## config.mk

```make
export PLATFORM = sky130hd
export DESIGN_NAME = alu8_core
export DESIGN_NICKNAME = d
export VERILOG_FILES = /design/src/rtl/alu8_pkg.sv /design/src/rtl/alu8_addsub.sv /design/src/rtl/alu8_logic.sv /design/src/rtl/alu8_shift.sv /design/src/rtl/alu8_core.sv
export SDC_FILE = /design/constraint.sdc
export NUM_CORES = 1
export LEC_CHECK = 0
export ABC_AREA = 1
export BUFFER_PORTS_ARGS = -buffer_cell sky130_fd_sc_hd__buf_2
export CELL_PAD_IN_SITES_DETAIL_PLACEMENT = 1
export CELL_PAD_IN_SITES_GLOBAL_PLACEMENT = 1
export CORE_MARGIN = 3
export CORE_UTILIZATION = 34
export DETAILED_ROUTE_END_ITERATION = 6
export PLACE_DENSITY_LB_ADDON = 0.08
export REMOVE_ABC_BUFFERS = 1
export SYNTH_ARGS = -nofsm -noshare
export SYNTH_HDL_FRONTEND = slang
export SYNTH_SLANG_ARGS = --single-unit
```

## constraint.sdc

```tcl
create_clock -name vclk -period 4.8
set_input_delay 1.2 -clock vclk [all_inputs]
set_output_delay 1.2 -clock vclk [all_outputs]
set_load 0.03 [all_outputs]
```

## src/rtl/alu8_pkg.sv

```systemverilog
package alu8_pkg;

  typedef enum logic [4:0] {
    OP_ADD = 5'd0,
    OP_ADC = 5'd1,
    OP_SUB = 5'd2,
    OP_SBC = 5'd3,
    OP_CMP = 5'd4,
    OP_AND = 5'd5,
    OP_BIT = 5'd6,
    OP_EOR = 5'd7,
    OP_ORA = 5'd8,
    OP_LD  = 5'd9,
    OP_CLR = 5'd10,
    OP_COM = 5'd11,
    OP_NEG = 5'd12,
    OP_INC = 5'd13,
    OP_DEC = 5'd14,
    OP_TST = 5'd15,
    OP_ASL = 5'd16,
    OP_ASR = 5'd17,
    OP_LSR = 5'd18,
    OP_ROL = 5'd19,
    OP_ROR = 5'd20
  } alu_op_e;

  // condition-code bit positions
  localparam int CC_C = 0;
  localparam int CC_V = 1;
  localparam int CC_Z = 2;
  localparam int CC_N = 3;
  localparam int CC_I = 4;
  localparam int CC_H = 5;
  localparam int CC_W = 6;

endpackage

```

## src/rtl/alu8_addsub.sv

```systemverilog
module alu8_addsub
  import alu8_pkg::*;
#(
  parameter int WIDTH = 8
) (
  input  alu_op_e          op,
  input  logic [WIDTH-1:0] a,
  input  logic [WIDTH-1:0] m,
  input  logic             cin,
  output logic [WIDTH-1:0] res,
  output logic             h_out,
  output logic             v_out,
  output logic             c_out
);
  localparam int HALF = WIDTH / 2;
  localparam int MSB  = WIDTH - 1;

  // full-width sum with carry in, carry out in the top bit
  function automatic logic [WIDTH:0] sum_ext(input logic [WIDTH-1:0] x,
                                             input logic [WIDTH-1:0] y,
                                             input logic ci);
    return {1'b0, x} + {1'b0, y} + {{WIDTH{1'b0}}, ci};
  endfunction

  // carry out of the lower half
  function automatic logic half_carry(input logic [WIDTH-1:0] x,
                                      input logic [WIDTH-1:0] y,
                                      input logic ci);
    logic [HALF:0] lo;
    lo = {1'b0, x[HALF-1:0]} + {1'b0, y[HALF-1:0]} + {{HALF{1'b0}}, ci};
    return lo[HALF];
  endfunction

  logic [WIDTH-1:0] x_op, y_op, y_eff;
  logic             carry_in, borrow_in, is_sub, c_eff;
  logic [WIDTH:0]   sum;

  always_comb begin
    x_op      = a;
    y_op      = m;
    carry_in  = 1'b0;
    borrow_in = 1'b0;
    is_sub    = 1'b0;
    case (op)
      OP_ADD: ;
      OP_ADC: carry_in = cin;
      OP_SUB, OP_CMP: is_sub = 1'b1;
      OP_SBC: begin is_sub = 1'b1; borrow_in = cin; end
      OP_NEG: begin is_sub = 1'b1; x_op = '0; end
      OP_INC: begin x_op = m; y_op = WIDTH'(1); end
      OP_DEC: begin is_sub = 1'b1; x_op = m; y_op = WIDTH'(1); end
      default: ;
    endcase
  end

  // subtraction as x + ~y + ~borrow
  assign y_eff = is_sub ? ~y_op : y_op;
  assign c_eff = is_sub ? ~borrow_in : carry_in;
  assign sum   = sum_ext(x_op, y_eff, c_eff);

  assign res   = sum[WIDTH-1:0];
  assign c_out = is_sub ? ~sum[WIDTH] : sum[WIDTH];
  assign h_out = half_carry(x_op, y_eff, c_eff);
  assign v_out = (x_op[MSB] == y_eff[MSB]) && (sum[MSB] != x_op[MSB]);

endmodule

```

## src/rtl/alu8_logic.sv

```systemverilog
module alu8_logic
  import alu8_pkg::*;
#(
  parameter int WIDTH = 8
) (
  input  alu_op_e          op,
  input  logic [WIDTH-1:0] a,
  input  logic [WIDTH-1:0] m,
  output logic [WIDTH-1:0] res
);
  always_comb begin
    case (op)
      OP_AND, OP_BIT: res = a & m;
      OP_EOR:         res = a ^ m;
      OP_ORA:         res = a | m;
      OP_CLR:         res = '0;
      OP_COM:         res = ~m;
      default:        res = m;   // load, transfer, test
    endcase
  end
endmodule

```

## src/rtl/alu8_shift.sv

```systemverilog
module alu8_shift
  import alu8_pkg::*;
#(
  parameter int WIDTH = 8
) (
  input  alu_op_e          op,
  input  logic [WIDTH-1:0] m,
  input  logic             cin,
  output logic [WIDTH-1:0] res,
  output logic             c_out
);
  localparam int MSB = WIDTH - 1;

  always_comb begin
    case (op)
      OP_ASL: {c_out, res} = {m, 1'b0};
      OP_ROL: {c_out, res} = {m, cin};
      OP_ASR: begin res = {m[MSB], m[MSB:1]}; c_out = m[0]; end
      OP_LSR: begin res = {1'b0, m[MSB:1]};   c_out = m[0]; end
      OP_ROR: begin res = {cin, m[MSB:1]};    c_out = m[0]; end
      default: begin res = m; c_out = cin; end
    endcase
  end
endmodule

```

## src/rtl/alu8_core.sv

```systemverilog
module alu8_core
  import alu8_pkg::*;
#(
  parameter int WIDTH = 8
) (
  input  logic [4:0]       op_i,
  input  logic [WIDTH-1:0] a_i,
  input  logic [WIDTH-1:0] m_i,
  input  logic [CC_W-1:0]  ccr_i,
  output logic [WIDTH-1:0] res_o,
  output logic             wr_en_o,
  output logic [CC_W-1:0]  ccr_o
);
  localparam int MSB = WIDTH - 1;

  alu_op_e op_q;
  assign op_q = alu_op_e'(op_i);

  logic [WIDTH-1:0] as_res, lg_res, sh_res;
  logic             as_h, as_v, as_c, sh_c;

  alu8_addsub #(.WIDTH(WIDTH)) u_addsub (
    .op(op_q), .a(a_i), .m(m_i), .cin(ccr_i[CC_C]),
    .res(as_res), .h_out(as_h), .v_out(as_v), .c_out(as_c)
  );

  alu8_logic #(.WIDTH(WIDTH)) u_logic (
    .op(op_q), .a(a_i), .m(m_i), .res(lg_res)
  );

  alu8_shift #(.WIDTH(WIDTH)) u_shift (
    .op(op_q), .m(m_i), .cin(ccr_i[CC_C]), .res(sh_res), .c_out(sh_c)
  );

  // named decode events, used by the checker
  logic op_valid, upd_h, keep_c, is_shift, wr_en;
  logic [WIDTH-1:0] res;
  logic h_n, v_n, c_n;

  always_comb begin
    op_valid = 1'b1;
    upd_h    = 1'b0;
    keep_c   = 1'b0;
    is_shift = 1'b0;
    wr_en    = 1'b1;
    res      = a_i;
    h_n      = ccr_i[CC_H];
    v_n      = ccr_i[CC_V];
    c_n      = ccr_i[CC_C];
    case (op_q)
      OP_ADD, OP_ADC: begin
        res = as_res; h_n = as_h; v_n = as_v; c_n = as_c; upd_h = 1'b1;
      end
      OP_SUB, OP_SBC, OP_NEG: begin
        res = as_res; v_n = as_v; c_n = as_c;
      end
      OP_CMP: begin
        res = as_res; v_n = as_v; c_n = as_c; wr_en = 1'b0;
      end
      OP_INC, OP_DEC: begin
        res = as_res; v_n = as_v; keep_c = 1'b1;
      end
      OP_AND, OP_EOR, OP_ORA, OP_LD: begin
        res = lg_res; v_n = 1'b0; keep_c = 1'b1;
      end
      OP_BIT: begin
        res = lg_res; v_n = 1'b0; keep_c = 1'b1; wr_en = 1'b0;
      end
      OP_CLR: begin
        res = lg_res; v_n = 1'b0; c_n = 1'b0;
      end
      OP_TST: begin
        res = lg_res; v_n = 1'b0; c_n = 1'b0; wr_en = 1'b0;
      end
      OP_COM: begin
        res = lg_res; v_n = 1'b0; c_n = 1'b1;
      end
      OP_ASL, OP_ASR, OP_LSR, OP_ROL, OP_ROR: begin
        res = sh_res; c_n = sh_c; v_n = sh_res[MSB] ^ sh_c; is_shift = 1'b1;
      end
      default: begin
        op_valid = 1'b0; wr_en = 1'b0;
      end
    endcase
  end

  assign res_o   = res;
  assign wr_en_o = wr_en;
  assign ccr_o   = op_valid ? {h_n, ccr_i[CC_I], res[MSB], (res == '0), v_n, c_n}
                            : ccr_i;

endmodule

```

* Yosys cells after proc, flatten, opt, wreduce, memory -nomap -nowiden
Cells that the tools add are included.
** Cells by class
- Add/sub/neg operators :: 4
- Eq/ne operators :: 22
- Muxes and demuxes :: 18
- Bitwise gates (word level) :: 8
- Reduce and logical (&&, ||, !) cells :: 16
** Operators with widths (number)
- 8-bit case mux with 5 select lines :: 2
- 5-bit by 4-bit == test with 1-bit output, second input constant :: 8
- 5-bit == test, second input constant :: 5
- 8-bit case mux with 3 select lines :: 1
- 21-bit OR reduction :: 1
- 5-bit by 3-bit == test with 1-bit output, second input constant :: 4
- 18-bit OR reduction :: 1
- 8-bit 2-to-1 mux :: 2
- 8-bit NOT :: 2
- 8-bit case mux with 2 select lines :: 1
- 8-bit OR reduction :: 2
- 5-bit by 2-bit == test with 1-bit output, second input constant :: 2
- 2-bit OR reduction :: 5
- 5-bit OR reduction :: 2
- 8-bit by 8-bit adder with 9-bit output :: 1
- 9-bit by 1-bit adder with 9-bit output :: 1
- 8-bit AND :: 1
- 8-bit logical NOT :: 1
- 1-bit 2-to-1 mux :: 8
- 8-bit OR :: 1
- 8-bit bitwise XOR :: 1
- 6-bit 2-to-1 mux :: 1
- 6-bit OR reduction :: 1
- 4-bit by 4-bit adder with 5-bit output :: 1
- other kinds (12) :: 13
** Storage, ports and cells
- Register bits after elaboration :: 0
- Bits of input ports :: 27
- Output and inout bits :: 15
- Logic and storage cells :: 68

* Logic depth before layout (Yosys ltp)
Gate-level depths: netlist (run 1).
- Depth after elaboration :: 11
- Mapped depth :: 25
- Mapped depth without buffers :: 24

* Modules after synthesis
A second synthesis (run 1) with hierarchy kept.
** Second synthesis, totals
- Cell total of the unflattened synthesis :: 480
- Area, all modules :: 2527.4 µm²
** Modules (own cells, without submodules)
- alu8_addsub :: times used 1, cells each 155, area an instance 875.8 µm²
- alu8_logic :: times used 1, cells each 129, area an instance 747.0 µm²
- alu8_core :: times used 1, cells each 136, area an instance 611.8 µm²
- alu8_shift :: times used 1, cells each 60, area an instance 292.8 µm²

* Worst setup path before layout (run 1)
Ideal clock, no wire load.
- Path kind :: input -> output
- From :: input port op_i[0]
- To :: output port ccr_o[2]
- Data arrival time :: 3942 ps
- Setup slack :: -342 ps
- Cell stages on the path :: 22
- Buffers on the path :: 1
- Cells stage by stage :: nand2_1 nor2_1 nand2_1 nand2_1 inv_1 nand3_1 a21oi_1 buf_4 xor2_1 fa_1 fa_1 nand3_1 nand3b_1 nand2_1 inv_1 nand2_1 nand2_1 nor2_2 nand2_1 nor2_1 nand3_1 nand2_1
** On the way
- Longest elaborated chain between the ends :: 10
- Elaborated cells on any way between the ends :: 45
** Ends and longest elaborated chain
- from (decl) :: line alu8_core.sv:6 : input logic [4:0] op_i,
- 5-bit by 4-bit == test with 1-bit output :: line alu8_addsub.sv:44, alu8_core.sv:50
- 2-bit OR reduction (no source line)
- 8-bit 2-to-1 mux :: line alu8_addsub.sv:44 : case (op)
- 8-bit NOT :: line alu8_addsub.sv:57 : assign y_eff = is_sub ? ~y_op : y_op;
- 8-bit 2-to-1 mux :: line alu8_addsub.sv:57
- 8-bit by 8-bit adder with 9-bit output :: line alu8_addsub.sv:22 : return {1'b0, x} + {1'b0, y} + {{WIDTH{1'b0}}, ci};
- 9-bit by 1-bit adder with 9-bit output :: line alu8_addsub.sv:22
- 8-bit case mux with 3 select lines :: line alu8_core.sv:50 : case (op_q)
- 8-bit logical NOT :: line alu8_core.sv:89 : assign ccr_o = op_valid ? {h_n, ccr_i[CC_I], res[MSB], (res == '0), v_n, c_n}
- 6-bit 2-to-1 mux * :: line alu8_core.sv:89
- to (decl) :: line alu8_core.sv:12 : output logic [CC_W-1:0] ccr_o
Mark *: on every way between the ends. The rest lies on a longest branch, timed or not.

* Worst setup path after layout (run 1)
- From :: input port op_i[1]
- To :: output port ccr_o[2]
The elaborated chain is that of the path after synthesis.

==> results.yml, run 1 <==
outcome:
  status: "finished with violations"
  violations: "setup timing"
logic_synthesis:
  synthesis.area_mm2: 0.00186
  yosysSeqAreaShare_pct: 0
  yosys_warnings: 0
  synth_cell_types: 25
  syn_inst: 357
  avgSynthCellArea_um2: 5.20
sta:
  finalHoldViolations: 0
  report.final.slew_viol_count: 0
  finalCriticalPeriod_ps: 5280
  rsz0062_at_grt: "yes"
  setup_viol: 11
  hold_ws_ps: 2400
  tns_ps: -2840
  setup_slack_ps: -480
  min_period_over_period_pct: 110
  max_slew_margin_pct: 62.2
  fmax_ghz: 0.189
  worstMarginPinSlew_ps: 567
die:
  fp.dieH_um: 79.9
  ioPinCount: 42
  start_util_pct: 35.7
  core_area_mm2: 0.00520
  placementRows: 26
  die_w_um: 79.9
  die_area_mm2: 0.00639
grt:
  grt_pass1_wl_um: 14700
  grt_max_degree: 14
  grt_util_all_layers_pct: 28.8
  overflow: 0
  antenna_found_initial: 0
  grt_pass1_vias: 2994
job:
  max_cap_viol_count: 0
cells_and_area:
  register_area_um2: 0
  drive_gt1_share_pct: 39.6
  nClkBuffers: 0
  final_area_mm2: 0.00302
  seq_cell_count: 0
  post-route-util_pct: 58.1
  fillers: 731
  instances_no_fill: 530
  final_cell_mix: "nand2_1 (89), buf_4 (66), inv_1 (55)"
  nNetsFinal: 514
  layout_commonest_cell: "nand2_1"
  diodes: 0
  area.growth.synth_to_final_pct: 62.6
critical_path:
  required_ps: 3600
  cp_max_fo: 4
  worst_setup_path_start_kind: "input port"
  worstSetupPathType: "in2out"
  worst_setup_path_end_kind: "primary output"
  arrival_ps: 4080
power_and_ir_drop:
  p_seq_share_pct: 0
  ir_drop_uv: 86.8
  netSwitchingPower_mw: 0.275
  swShare_pct: 58.3
  combinationalPowerShare_pct: 100.0
  internal-power_mw: 0.196
  p_total_mw: 0.471
  p_clk_share_pct: 0
  leakagePower_nw: 1.71
  p_per_area_mw_per_mm2: 156
routing:
  totalWireLength_um: 10900
  vias_per_cell: 5.74
  routedWlPerCell_um: 20.6
  routed-wl-met2_um: 5440
  route.met3.wl_um: 630
  wl_met1_um: 4250
  route.vias.total: 3044
  drtPass1Iterations: 5
  drt_iter0_markers: 216
  drtAntennaViolNets: 0
  drc: 0
  top_layer: "met4"
worst_hold_path:
  hold_class: "in2out"
placed_design:
  io_buffers: 40
  gp_congestion: 0.933
  dp.cells: 514
  placed_cell_area_mm2: 0.00250
  pre_cts_ws_ps: -681
  place_hpwl_um: 6600
cts:
  hold_buffers: 0
==> synth_stat cells <==
master	count	area, um2
buf_6	2	22.5
o2111ai_1	2	17.5
xor2_1	11	96.3
nand3b_1	3	22.5
buf_2	3	15.0
nor2_1	39	146
inv_2	2	7.51
clkbuf_1	1	3.75
buf_4	2	15.0
nand2_2	2	12.5
fa_1	2	40.0
o21ai_0	5	25.0
a31oi_1	1	6.26
inv_1	61	229
or3_1	1	6.26
nand2_1	101	379
o211ai_1	3	22.5
nand3_1	57	285
o22ai_2	1	12.5
nand4_1	8	50.1
or2_2	1	6.26
ha_1	23	288
o22ai_1	7	43.8
a21oi_1	11	55.1
nor2_2	8	50.1
==> timing repair <==
| action | 4_1_cts | 5_1_grt |
|---|---|---|
| endpoints found under the setup margin | 12 | 12 |
| cloned | 1 | 0 |
| resized for setup | 73 | 37 |
| setup buffers | 11 | 6 |
| pin swaps | 25 | 21 |
==> cell families after synthesis <==
| family | count (synthesis) | share of synthesized area (%) |
|---|---|---|
| xor+xnor | 11 | 5.19 |
| simple gates | 220 | 51.6 |
| compound gates | 30 | 9.83 |
| buf+inv | 71 | 15.8 |
| fa+ha+maj | 25 | 17.6 |
==> final timing paths <==
kind  startpoint        to  slack, ps  depth (start not counted)
min     ccr_i[4]  ccr_o[4]       2400                          0
max      op_i[1]  ccr_o[2]       -480                         21
==> worst max-delay path, cell delays in order <==
cell     delay [ps]
buf_8           110
nor2_4          200
nand2_2         110
nand2_2          90
inv_2            50
nand3_2          80
a21oi_4          40
buf_6           130
xor2_4          150
fa_2            410
fa_2            390
nand4_1         150
nand4_1         110
nand3_1         110
nand2_1          70
nor2_2          140
nand2_1         100
nor2_1          110
nand3_1          80
nand2_1          90
buf_6           130
==> metal layers <==
| metal | vias up | track usage (%) |
|---|---|---|
| li1 | 1346 | - |
| met1 | 1459 | 34.0 |
| met2 | 184 | 55.1 |
| met3 | 55 | 1.24 |
| met4 | 0 | 8.78 |
| met5 | - | 0 |
==> area by class of cell <==
cell class         count  area (um2)  share of cell area (%)
well taps             70        87.6                    2.90
multi-input cells    286        1840                    61.0
inverters             63         239                    7.91
repair buffers       111         851                    28.2
==> power groups by stage <==
stage                     logic (mW)  clock network (mW)  registers, mW
after CTS                      0.406                   0              0
after floorplan                0.206                   0              0
after global placement         0.346                   0              0
after global routing           0.502                   0              0
after detailed placement       0.355                   0              0
final                          0.471                   0              0
Note: power is estimated with default switching activity, not from simulation.
==> run 2: changes to the inputs <==
--- a/config.mk
+++ b/config.mk
@@ -5,12 +5,11 @@
 export SDC_FILE = /design/constraint.sdc
 export NUM_CORES = 1
 export LEC_CHECK = 0
-export ABC_AREA = 1
 export BUFFER_PORTS_ARGS = -buffer_cell sky130_fd_sc_hd__buf_2
 export CELL_PAD_IN_SITES_DETAIL_PLACEMENT = 1
 export CELL_PAD_IN_SITES_GLOBAL_PLACEMENT = 1
 export CORE_MARGIN = 3
-export CORE_UTILIZATION = 34
+export CORE_UTILIZATION = 37
 export DETAILED_ROUTE_END_ITERATION = 6
 export PLACE_DENSITY_LB_ADDON = 0.08
 export REMOVE_ABC_BUFFERS = 1
==> run 2 against run 1 <==
Effect of this change: the run still ends with setup timing left; fmax down 14%; combinational power grew 27%; utilization grew 10 points; worst setup slack got worse by 870 ps; first-iteration DRC count increased by 63%; sequential share of layout area unchanged; flip-flop and latch count is the same; non-clock buffer count grew 32; global-route usage is 2.8 points higher; critical endpoint unchanged; largest power group unchanged.
==> results.yml, run 2 <==
routing:
  drtAntennaViolNets: 0
  drc: 0
  vias_per_cell: 6.63
  route.vias.total: 3110
  totalWireLength_um: 13200
  routedWlPerCell_um: 28.1
  drtPass1Iterations: 5
  drt_iter0_markers: 353
grt:
  grt_util_all_layers_pct: 31.6
  antenna_found_initial: 0
  grt_pass1_vias: 2920
  met3_usage_pct: 3.05
  grtUsageMet2_pct: 56.1
  grt_max_degree: 16
  grt_busiest_layer: "met2"
  overflow: 0
  grt_util_met1_pct: 38.6
  grt_pass1_wl_um: 15200
sta:
  setup_viol: 13
  rsz0062_at_grt: "yes"
  fmax_ghz: 0.163
  finalCriticalPeriod_ps: 6150
  setup_slack_ps: -1350
  max_slew_margin_pct: 46.2
  tns_ps: -8970
  hold_ws_ps: 2400
  min_period_over_period_pct: 128
  report.final.slew_viol_count: 0
  finalHoldViolations: 0
  worstMarginPinSlew_ps: 806
logic_synthesis:
  syn_inst: 274
  post-synth-top-count-cell: "nand2_1"
  yosys_warnings: 0
  synth_area_leaders: "ha_1 (15%), nand2_1 (7.3%), xnor2_1 (7.1%), inv_1 (4.6%), nor2_1 (4.4%)"
  yosysSeqAreaShare_pct: 0
  synth_cell_types: 64
  synth_top_area_share_pct: 15.5
  synthesis.area_mm2: 0.00186
  post-synth-top-area-cell: "ha_1"
  ys_top_cells_by_count: "nand2_1 (36), ha_1 (23), inv_1 (23), nor2_1 (22), o21ai_0 (16)"
  avgSynthCellArea_um2: 6.79
critical_path:
  worstSetupStartpoint: "op_i[0]"
  arrival_ps: 4950
  required_ps: 3600
  cp_max_fo: 8
  worst_setup_path_end_kind: "primary output"
  worstSetupPathType: "in2out"
  worst_setup_path_start_kind: "input port"
cells_and_area:
  nNetsFinal: 456
  diodes: 0
  area.growth.synth_to_final_pct: 75.1
  seq_cell_count: 0
  layout_commonest_cell: "buf_4"
  instances_no_fill: 469
  drive_gt1_share_pct: 47.8
  post-route-util_pct: 68.1
  nClkBuffers: 0
  register_area_um2: 0
  final_area_mm2: 0.00326
  fillers: 573
  final_cell_mix: "buf_4 (86), nand2_1 (32), buf_2 (27), buf_6 (27), ha_1 (22)"
placed_design:
  dp.cells: 443
  io_buffers: 40
  pre_cts_ws_ps: -1480
  place_hpwl_um: 6440
  placed_cell_area_mm2: 0.00264
  gp_congestion: 0.911
die:
  die_area_mm2: 0.00592
  placementRows: 25
  start_util_pct: 38.9
  fp.dieH_um: 76.9
  core_area_mm2: 0.00479
  die_w_um: 76.9
  ioPinCount: 42
job:
  max_cap_viol_count: 0
power_and_ir_drop:
  leakagePower_nw: 1.60
  p_total_mw: 0.596
  p_per_area_mw_per_mm2: 183
  ir_drop_uv: 123
worst_hold_path:
  hold_class: "in2out"
  min_from: "ccr_i[4]"
outcome:
  violations: "setup timing"
  status: "finished with violations"
cts:
  hold_buffers: 0
run 2: cell types whose count changed after synthesis, moves of 7 or more:
| cell | delta |
|---|---|
| clkbuf_1 | +9 |
| inv_1 | -38 |
| nand2_1 | -65 |
| nand3_1 | -48 |
| nand4_1 | -7 |
| nor2_1 | -17 |
| nor2_2 | -8 |
| nor3_1 | +7 |
| o21ai_0 | +11 |
| xnor2_1 | +15 |
run 2: final timing paths:
check / to / depth (start not counted)
worst max-delay path: ccr_o[2] / 16
worst min-delay path: ccr_o[4] / 0
run 2: worst max-delay path, cell delays in order:
cell and delay (ps):
clkbuf_4 150, buf_8 140, nand2_2 90, nand3_1 160
nand2_1 170, o21ai_1 150, fa_2 420, fa_2 390
nand3_2 120, nand2_4 80, xnor2_4 140, a2111oi_4 360
or4b_1 500, or4_4 460, o31ai_2 210, buf_4 200
run 2: cell families after synthesis:
logic type	after synthesis	synth area share (%)
adder cells (fa/ha/maj)	25	17.6
XOR/XNOR	22	11.2
AO/OA/AOI/OAI	78	30.6
AND/OR/NAND/NOR	105	28.2
buffers and inverters	38	9.07
multiplexers	6	3.36
run 2: repair_timing:
item,in CTS,in global routing
hold endpoints to repair,0,0
resized for setup,51,50
pin swaps,10,14
buffers inserted,21,15
setup endpoints to repair,12,13
run 2: final cells by class:
type               instances  area (um2)  area share, %
inverters                 23        86.3           2.65
well taps                 67        83.8           2.57
repair buffers           143        1120           34.4
multi-input cells        236        1970           60.3
run 2: report_power, final:
| group | switching [mW] | internal [mW] | leakage, nW | total [mW] |
|---|---|---|---|---|
| clock network | 0 | 0 | 0 | 0 |
| logic | 0.313 | 0.283 | 1.60 | 0.596 |
| registers | 0 | 0 | 0 | 0 |
run 2: metal layers:
layer	part of all wire, %	wire [um]
met2	48	6270
met4	8.1	1060
met3	9.5	1260
met1	35	4600
met5	0	0
==> run 3: changes to the inputs <==
--- a/config.mk
+++ b/config.mk
@@ -5,12 +5,12 @@
 export SDC_FILE = /design/constraint.sdc
 export NUM_CORES = 1
 export LEC_CHECK = 0
-export BUFFER_PORTS_ARGS = -buffer_cell sky130_fd_sc_hd__buf_2
 export CELL_PAD_IN_SITES_DETAIL_PLACEMENT = 1
 export CELL_PAD_IN_SITES_GLOBAL_PLACEMENT = 1
 export CORE_MARGIN = 3
-export CORE_UTILIZATION = 37
+export CORE_UTILIZATION = 44
 export DETAILED_ROUTE_END_ITERATION = 6
+export DONT_BUFFER_PORTS = 1
 export PLACE_DENSITY_LB_ADDON = 0.08
 export REMOVE_ABC_BUFFERS = 1
 export SYNTH_ARGS = -nofsm -noshare
==> run 3 against run 2 <==
Effect of this change: the run still ends with setup timing left; final cell count fell by 20%; worst setup slack improved by 210 ps; critical path depth fell by 2; sequential share of layout area did not move; fmax rose by 3.6%; first-iteration DRC count fell by 7.6%; flip-flop and latch count did not move; critical endpoint unchanged; largest power group unchanged.
==> results.yml, run 3 (same netlist as run 2, synthesis figures left out) <==
cells_and_area:
  seq_cell_count: 0
  drive_gt1_share_pct: 36.7
  layout_commonest_cell: "buf_4"
  final_cell_mix: "buf_4 (48), nand2_1 (33), inv_1 (22)"
  nClkBuffers: 0
  instances_no_fill: 377
  final_area_mm2: 0.00273
  post-route-util_pct: 67.8
  diodes: 0
  area.growth.synth_to_final_pct: 46.7
  register_area_um2: 0
  nNetsFinal: 381
sta:
  finalCriticalPeriod_ps: 5930
  hold_ws_ps: 2400
  worstMarginPinSlew_ps: 859
  report.final.slew_viol_count: 0
  setup_viol: 11
  rsz0062_at_grt: "yes"
  min_period_over_period_pct: 124
  setup_slack_ps: -1130
  max_slew_margin_pct: 42.3
  finalHoldViolations: 0
  tns_ps: -5510
  fmax_ghz: 0.169
power_and_ir_drop:
  leakagePower_nw: 1.25
  ir_drop_uv: 116
  p_per_area_mw_per_mm2: 185
  p_total_mw: 0.505
grt:
  antenna_found_initial: 0
  grt_util_all_layers_pct: 32.1
  overflow: 0
  grt_pass1_wl_um: 13200
  grt_max_degree: 28
  grt_pass1_vias: 2607
critical_path:
  worstSetupStartpoint: "op_i[1]"
  worstSetupPathType: "in2out"
  required_ps: 3600
  worst_setup_path_end_kind: "primary output"
  worst_setup_path_start_kind: "input port"
  arrival_ps: 4730
  cp_max_fo: 22
die:
  core_area_mm2: 0.00403
  placementRows: 23
  ioPinCount: 42
  fp.dieH_um: 71.1
  start_util_pct: 46.2
  die_area_mm2: 0.00505
  die_w_um: 71.1
cts:
  hold_buffers: 0
placed_design:
  place_hpwl_um: 5620
  pre_cts_ws_ps: -1290
  gp_congestion: 0.916
  placed_cell_area_mm2: 0.00223
  dp.cells: 361
  io_buffers: 0
worst_hold_path:
  hold_class: "in2out"
  min_from: "ccr_i[4]"
routing:
  vias_per_cell: 7.26
  totalWireLength_um: 10700
  drt_iter0_markers: 326
  drtAntennaViolNets: 0
  drtPass1Iterations: 7
  routedWlPerCell_um: 28.4
  route.vias.total: 2736
  drc: 0
outcome:
  status: "finished with violations"
  violations: "setup timing"
job:
  max_cap_viol_count: 0
-- run 3: changes by cell type in the layout (fill, tap and decap cells not counted), moves of 3 or more --
cell     previous run  this run
o21ai_0            12        15
buf_2              27         0
buf_6              27        20
o21ai_1             6         3
buf_4              86        48
-- run 3: power by group --
part	switching [mW]	internal, mW	leakage [nW]
Clock	0	0	0
Sequential	0	0	0
Combinational	0.265	0.240	1.25
-- run 3: repair_timing --
item,4_1_cts,5_1_grt
pin swaps,20,21
resized for setup,41,36
setup endpoints to repair,11,12
setup buffers,14,9
-- run 3: critical path, cell delays in order --
cell	delay (ps)
xnor2_2	130
nor3_1	290
nor2_1	120
xnor2_1	160
fa_2	380
fa_2	370
nand3_2	90
nand2_2	90
xnor2_2	180
a2111oi_4	370
or4b_1	500
or4_4	460
o31ai_2	190
buf_4	190
-- run 3: final cells by class --
| class | instances | area, um2 |
|---|---|---|
| Fill cell | 475 | 1300 |
| Inverter | 23 | 86.3 |
| Multi-Input combinational cell | 236 | 2000 |
| Tap cell | 50 | 62.6 |
| Timing Repair Buffer | 68 | 586 |
-- run 3: final timing paths --
path / end / slack [ps] / depth (start not counted)
worst max-delay path: ccr_o[2] / -1130 / 14
worst min-delay path: ccr_o[4] / 2400 / 0
-- run 3: per-layer routing --
metal	global-route usage, %	share of wire, %
met1	38.5	37
met2	58.4	47
met3	4.97	9.1
met4	9.60	7.0
met5	0	0
